--- src/rtl/wdt_pkg.sv ---
package wdt_pkg;
  localparam int unsigned CNT_W = 16;
  localparam logic [7:0] KEY_FIRST  = 8'hBE;
  localparam logic [7:0] KEY_SECOND = 8'hDC;

  // stored control fields, laid out as bits 31:24 and 15:0 of the word
  typedef struct packed {
    logic             en;
    logic [2:0]       spare;
    logic [1:0]       warn_sel;
    logic [1:0]       div_sel;
    logic [CNT_W-1:0] reload;
  } wdt_cfg_t;

  // pre-warning level: half of the full period, shifted down by sel
  function automatic logic [CNT_W-1:0] warn_level(input logic [1:0] sel);
    return (CNT_W'(1) << (CNT_W - 1)) >> sel;
  endfunction

  // terminal value of the prescaler for a 2^sh divider
  function automatic logic [31:0] div_limit(input int unsigned sh);
    return (32'd1 << sh) - 32'd1;
  endfunction
endpackage

--- src/rtl/wdt_unlock.sv ---
module wdt_unlock
  import wdt_pkg::*;
(
  input  logic       clk,
  input  logic       rst_n,
  input  logic       we,
  input  logic       is_ctrl,
  input  logic [7:0] key,
  output logic       commit
);
  logic armed_q;
  logic arm_hit;

  always_comb begin
    arm_hit = we && is_ctrl && (key == KEY_FIRST) && !armed_q;
    commit  = we && is_ctrl && (key == KEY_SECOND) && armed_q;
  end

  // every write leaves the armed state; only a fresh first key enters it
  always_ff @(posedge clk) begin
    if (!rst_n)  armed_q <= 1'b0;
    else if (we) armed_q <= arm_hit;
  end

  AST_ARM_NEEDS_KEY1: assert property (@(posedge clk) disable iff (!rst_n)
    $rose(armed_q) |-> $past(we && is_ctrl && key == KEY_FIRST));
  AST_COMMIT_DISARMS: assert property (@(posedge clk) disable iff (!rst_n)
    commit |=> !armed_q);
endmodule

--- src/rtl/wdt_prescaler.sv ---
module wdt_prescaler
  import wdt_pkg::*;
#(
  parameter int unsigned SH0 = 0,
  parameter int unsigned SH1 = 6,
  parameter int unsigned SH2 = 12,
  parameter int unsigned SH3 = 18
) (
  input  logic       clk,
  input  logic       rst_n,
  input  logic       clear,
  input  logic       run,
  input  logic [1:0] div_sel,
  output logic       tick
);
  localparam int unsigned M01   = (SH0 > SH1) ? SH0 : SH1;
  localparam int unsigned M23   = (SH2 > SH3) ? SH2 : SH3;
  localparam int unsigned MAXSH = (M01 > M23) ? M01 : M23;
  localparam int unsigned PSC_W = MAXSH + 1;

  logic [PSC_W-1:0] pre_q;
  logic [PSC_W-1:0] limit;

  always_comb begin
    case (div_sel)
      2'd0:    limit = PSC_W'(div_limit(SH0));
      2'd1:    limit = PSC_W'(div_limit(SH1));
      2'd2:    limit = PSC_W'(div_limit(SH2));
      default: limit = PSC_W'(div_limit(SH3));
    endcase
    tick = run && (pre_q == limit);
  end

  always_ff @(posedge clk) begin
    if (!rst_n)              pre_q <= '0;
    else if (clear || !run)  pre_q <= '0;
    else if (tick)           pre_q <= '0;
    else                     pre_q <= pre_q + 1'b1;
  end

  AST_PRESCALE_RANGE: assert property (@(posedge clk) disable iff (!rst_n)
    run |-> pre_q <= limit);
endmodule

--- src/rtl/wdt_counter.sv ---
module wdt_counter
  import wdt_pkg::*;
(
  input  logic             clk,
  input  logic             rst_n,
  input  logic             load,
  input  logic             load_en,
  input  logic [CNT_W-1:0] load_val,
  input  logic             tick,
  output logic [CNT_W-1:0] cnt,
  output logic             running,
  output logic             req,
  output logic             cause
);
  logic [CNT_W-1:0] cnt_q;
  logic             run_q, req_q, cause_q;
  logic             expire;

  assign expire = run_q && (cnt_q == '0) && !load;

  always_ff @(posedge clk) begin
    if (!rst_n) begin
      cnt_q   <= '0;
      run_q   <= 1'b0;
      req_q   <= 1'b0;
      cause_q <= 1'b0;
    end else begin
      req_q <= expire;
      if (expire) cause_q <= 1'b1;
      if (load) begin
        cnt_q <= load_val;
        run_q <= load_en;
      end else if (expire) begin
        run_q <= 1'b0;
      end else if (run_q && tick) begin
        cnt_q <= cnt_q - 1'b1;
      end
    end
  end

  assign cnt     = cnt_q;
  assign running = run_q;
  assign req     = req_q;
  assign cause   = cause_q;

  AST_REQ_ONE_CYCLE: assert property (@(posedge clk) disable iff (!rst_n)
    req_q |=> !req_q);
  AST_REQ_STOPS: assert property (@(posedge clk) disable iff (!rst_n)
    req_q |-> !run_q);
  AST_REQ_FROM_ZERO: assert property (@(posedge clk) disable iff (!rst_n)
    $rose(req_q) |-> $past(run_q && cnt_q == '0));
  AST_CAUSE_STICKY: assert property (@(posedge clk) disable iff (!rst_n)
    cause_q |=> cause_q);
  AST_HOLD_NO_TICK: assert property (@(posedge clk) disable iff (!rst_n)
    (!load && !tick) |=> $stable(cnt_q));
endmodule

--- src/rtl/keyed_watchdog.sv ---
module keyed_watchdog
  import wdt_pkg::*;
#(
  parameter int unsigned ADDR_W  = 4,
  parameter int unsigned DIV_SH0 = 0,
  parameter int unsigned DIV_SH1 = 6,
  parameter int unsigned DIV_SH2 = 12,
  parameter int unsigned DIV_SH3 = 18
) (
  input  logic              clk,
  input  logic              rst_n,
  input  logic              bus_we,
  input  logic [ADDR_W-1:0] bus_addr,
  input  logic [31:0]       bus_wdata,
  output logic [31:0]       bus_rdata,
  output logic              prewarn,
  output logic              rst_req,
  output logic              rst_cause
);
  localparam logic [ADDR_W-1:0] CTRL_OFS = ADDR_W'(0);
  localparam logic [ADDR_W-1:0] STAT_OFS = ADDR_W'(8);

  wdt_cfg_t         cfg_q;
  logic             is_ctrl, commit, tick, running;
  logic [CNT_W-1:0] cnt;

  assign is_ctrl = (bus_addr == CTRL_OFS);

  wdt_unlock i_unlock (
    .clk(clk), .rst_n(rst_n), .we(bus_we), .is_ctrl(is_ctrl),
    .key(bus_wdata[23:16]), .commit(commit)
  );

  always_ff @(posedge clk) begin
    if (!rst_n)      cfg_q <= '0;
    else if (commit) cfg_q <= {bus_wdata[31:24], bus_wdata[15:0]};
  end

  wdt_prescaler #(.SH0(DIV_SH0), .SH1(DIV_SH1), .SH2(DIV_SH2), .SH3(DIV_SH3))
  i_prescaler (
    .clk(clk), .rst_n(rst_n), .clear(commit), .run(running),
    .div_sel(cfg_q.div_sel), .tick(tick)
  );

  wdt_counter i_counter (
    .clk(clk), .rst_n(rst_n), .load(commit), .load_en(bus_wdata[31]),
    .load_val(bus_wdata[15:0]), .tick(tick), .cnt(cnt),
    .running(running), .req(rst_req), .cause(rst_cause)
  );

  assign prewarn = running && (cnt <= warn_level(cfg_q.warn_sel));

  always_comb begin
    if (bus_addr == CTRL_OFS)      bus_rdata = {cfg_q[23:16], 8'h00, cfg_q.reload};
    else if (bus_addr == STAT_OFS) bus_rdata = {running, 15'b0, cnt};
    else                           bus_rdata = '0;
  end

  AST_WARN_BEFORE_REQ: assert property (@(posedge clk) disable iff (!rst_n)
    $rose(rst_req) |-> $past(prewarn));
  AST_CFG_ONLY_ON_COMMIT: assert property (@(posedge clk) disable iff (!rst_n)
    !commit |=> $stable(cfg_q));
endmodule

--- config.mk ---
export PLATFORM = sky130hd
export DESIGN_NAME = keyed_watchdog
export DESIGN_NICKNAME = d
export VERILOG_FILES = /design/src/rtl/wdt_pkg.sv /design/src/rtl/wdt_unlock.sv /design/src/rtl/wdt_prescaler.sv /design/src/rtl/wdt_counter.sv /design/src/rtl/keyed_watchdog.sv
export SDC_FILE = /design/constraint.sdc
export NUM_CORES = 1
export LEC_CHECK = 0
export BUFFER_PORTS_ARGS = -buffer_cell sky130_fd_sc_hd__buf_2
export CORE_ASPECT_RATIO = 1.4
export CORE_MARGIN = 2
export CORE_UTILIZATION = 40
export DETAILED_ROUTE_END_ITERATION = 16
export PLACE_DENSITY_LB_ADDON = 0.08
export SLEW_MARGIN = 20
export SYNTH_ARGS = -nofsm -noshare
export SYNTH_HDL_FRONTEND = slang
export SYNTH_SLANG_ARGS = --single-unit
--- constraint.sdc ---
create_clock -name clk -period 4.9 [get_ports clk]
set_input_delay 0.98 -clock clk [delete_from_list [all_inputs] [get_ports clk]]
set_output_delay 0.98 -clock clk [all_outputs]
set_load 0.02 [all_outputs]
==> flow_summary.ini <==
[sta]
final.setup_skew_ns = 0.00653
finalHoldViolCount = 0
final-setup-viol-count = 0
tns_ns = 0
fin_crit_sh_pct = 68.8
rsz0062_at_grt = no
setup_ws_ns = 1.53
drv_slew = 0
fin_crit_ns = 3.37
slew_headroom_pct = 42.4
worst_slew_pin_slew_ns = 0.862
fmax_mhz = 296

[setup_path]
cpMostUsedCell = buf_2
crit_type = input port to output port
reg2reg_from = cfg_q[17]
reg2reg_to = i_counter.cnt[5]
startpoint_type = input port
worstPathCellList = buf_2, nor4_4, buf_4, a22o_1, buf_2
r2r_cells = 6
critPathCaptureType = output port
regToRegSetupSlack_ns = 2.26
slowest_delay_ns = 0.58
arrival_ns = 2.39
crit_slowest_cell = nor4_4
critPathRequiredTime_ns = 3.92
path_max_fanout = 17

[run_status]
outcome = complete, no violations

[hold_path]
worstHoldStart = i_counter.cause
hp-class = register to register
hold_depth = 1
min_to = i_counter.cause

[cts]
cts_inserted_buffers = 9
post_cts_resized = 0
cts_sinks = 63
clk_pin_slew_ns = 0.07
clock_latency_ns = 0.35
root_buffer = clkbuf_8
ctsHoldBuffers = 0
postCtsSetupRepairBufs = 0
cts_tree = yes
htreeDepth = 3
clk_path_buf_depth = 2

[layout]
num_antenna_cells = 0
final_cells = 564
nets = 504
drive_above_1_share_pct = 20.9
fin_area_um2 = 3780
syn_to_final_growth_pct = 18.4

[route]
wl_um = 8220
via_count = 3017
routed_via_density = 5.35
route.detailed.drc = 0
drtIter0Drc = 141
post_drt_wl_per_cell_um = 14.6
drt_pre_antenna_iters = 4
ant_nets = 0

[floorplanning]
ios = 74
start_util_pct = 41.2
die_h_um = 110
rows = 38
core_um2 = 7750
fp.dieW_um = 79.5
die_area_um2 = 8720

[logic_synthesis]
synth_area_leader_cell = dfxtp_1
ys_top_cells_by_area = dfxtp_1 40%, nand2_1 7.6%, a21oi_1 4.9%
synth_area_um2 = 3190
synth_cell_type_count = 51
yosysMostFrequentCell = nand2_1
synth_edf_count = 0
async_flop_share_pct = 0
synth-seq-cells = 63
synth_top_area_share_pct = 39.5
syn_avg_cell_area_um2 = 8.06
synth_common_cells = 65 x nand2_1, 63 x dfxtp_1, 34 x nor2_1
yosysWarningCount = 0
syn_inst = 396
ys.flop_type = dfxtp_1
yosysSeqAreaShare_pct = 39.5

[pwr]
leakagePower_nw = 1.52
power_uw = 987
power_density_nw_per_um2 = 261
vdd_drop_max_v = 0.000143

[global_route]
globalRouteOverflowTotal = 0
grtUsageTotal_pct = 19.9
grt_pass1_wl_um = 13400
antenna_found_initial = 0
grt_start_max_net_pins = 24
grt_pass1_vias = 2901

[placement]
portBuffers = 65
dpl.cell_count = 548
hpwl_um = 5840
place_ws_ns = 1.49
place.gp.congestion = 0.802
placed_area_um2 = 3590

[flow_run]
maxCapViolCount = 0
## final cells by class
cell class	instances	area, µm²
clock buffers	13	179
clock inverters	3	15.0
fillers	806	3970
inverters	8	30.0
multi-input cells	306	1800
flip-flops and latches	63	1260
well taps	100	125
repair buffers	71	370
## critical path: cells and delay by family
family | cells | cell delay [ns]
and+or+nand+nor | 1 | 0.58
buffers and inverters | 3 | 0.63
AOI/OAI and AO/OA | 1 | 0.18
## placed cells by master (no fill, tap or decap), drive strengths merged, types with 2 or more instances in the layout
| master | n |
|---|---|
| nor2b | 2 |
| xnor2 | 8 |
| o21ai | 15 |
| and4 | 4 |
| a21oi | 32 |
| nand3 | 15 |
| nand4 | 12 |
| o22ai | 2 |
| buf | 71 |
| clkinv | 4 |
| a31oi | 7 |
| conb | 8 |
| nor3 | 7 |
| ha | 6 |
| xor2 | 13 |
| a21o | 2 |
| nand2b | 4 |
| dfxtp | 63 |
| inv | 7 |
| a211oi | 2 |
| and2 | 9 |
| or4 | 4 |
| clkbuf | 13 |
| nor4 | 8 |
| o2111ai | 2 |
| or3 | 9 |
| nand2 | 66 |
| nor2 | 34 |
| a22o | 17 |
| and3 | 4 |
| o21a | 2 |
## worst max-delay path by stage
stage	slack (ns)	depth (start not counted)	to	start
after floorplan	1.55	3	bus_rdata[10]	bus_addr[1]
after global placement	1.53	8	i_counter.cnt[15]	bus_addr[1]
after detailed placement	1.49	8	i_counter.cnt[15]	bus_addr[1]
after CTS	1.50	8	prewarn	i_counter.cnt[0]
after global routing	1.39	8	prewarn	i_counter.cnt[0]
final	1.53	5	bus_rdata[14]	bus_addr[1]
## registers in the layout (all words and copies together) (netlist names)
| name | count |
|---|---|
| i_counter.cnt | 16 |
| i_counter.req | 1 |
| i_counter.running | 1 |
| i_counter.cause | 1 |
| cfg_q | 24 |
| i_prescaler.pre_q | 19 |
| i_unlock.armed_q | 1 |
## layer usage
layer | vias up | GRT usage, % | wire [µm]
li1 | 1526 | - | -
met1 | 1420 | 21.6 | 3490
met2 | 61 | 36.7 | 4290
met3 | 10 | 3.20 | 277
met4 | 0 | 10.2 | 165
met5 | - | 0 | 0
## cell families (layout without fill, tap and decap cells)
logic type                 after synthesis  in the layout  share of synthesized area, %
xor gates and xnor gates                21             21                          5.76
adders and majority gates                6              6                          2.35
buffers and inverters                   34             95                          5.41
AOI/OAI and AO/OA                       88             88                          18.1
muxes                                    1              1                         0.314
DFF                                     63             63                          39.5
and+or+nand+nor                        182            182                          28.4
other                                    1              8                         0.117
## stage by stage
stage | utilization [%] | hold WS (ns)
3_5_place_dp | 46.3 | 0.434
5_1_grt | 48.8 | 0.462
4_1_cts | 48.8 | 0.450
6_report | 48.8 | 0.447
3_3_place_gp | 46.3 | 0.432
2_1_floorplan | - | 0.427
## where the power goes
part / total [mW] / internal [mW] / switching, mW
Combinational: 0.0402 / 0.0148 / 0.0254
Sequential: 0.512 / 0.512 / 0.000000610
Clock: 0.435 / 0.236 / 0.199
Total: 0.987 / 0.763 / 0.224
Power figures use the tool's default switching activity.
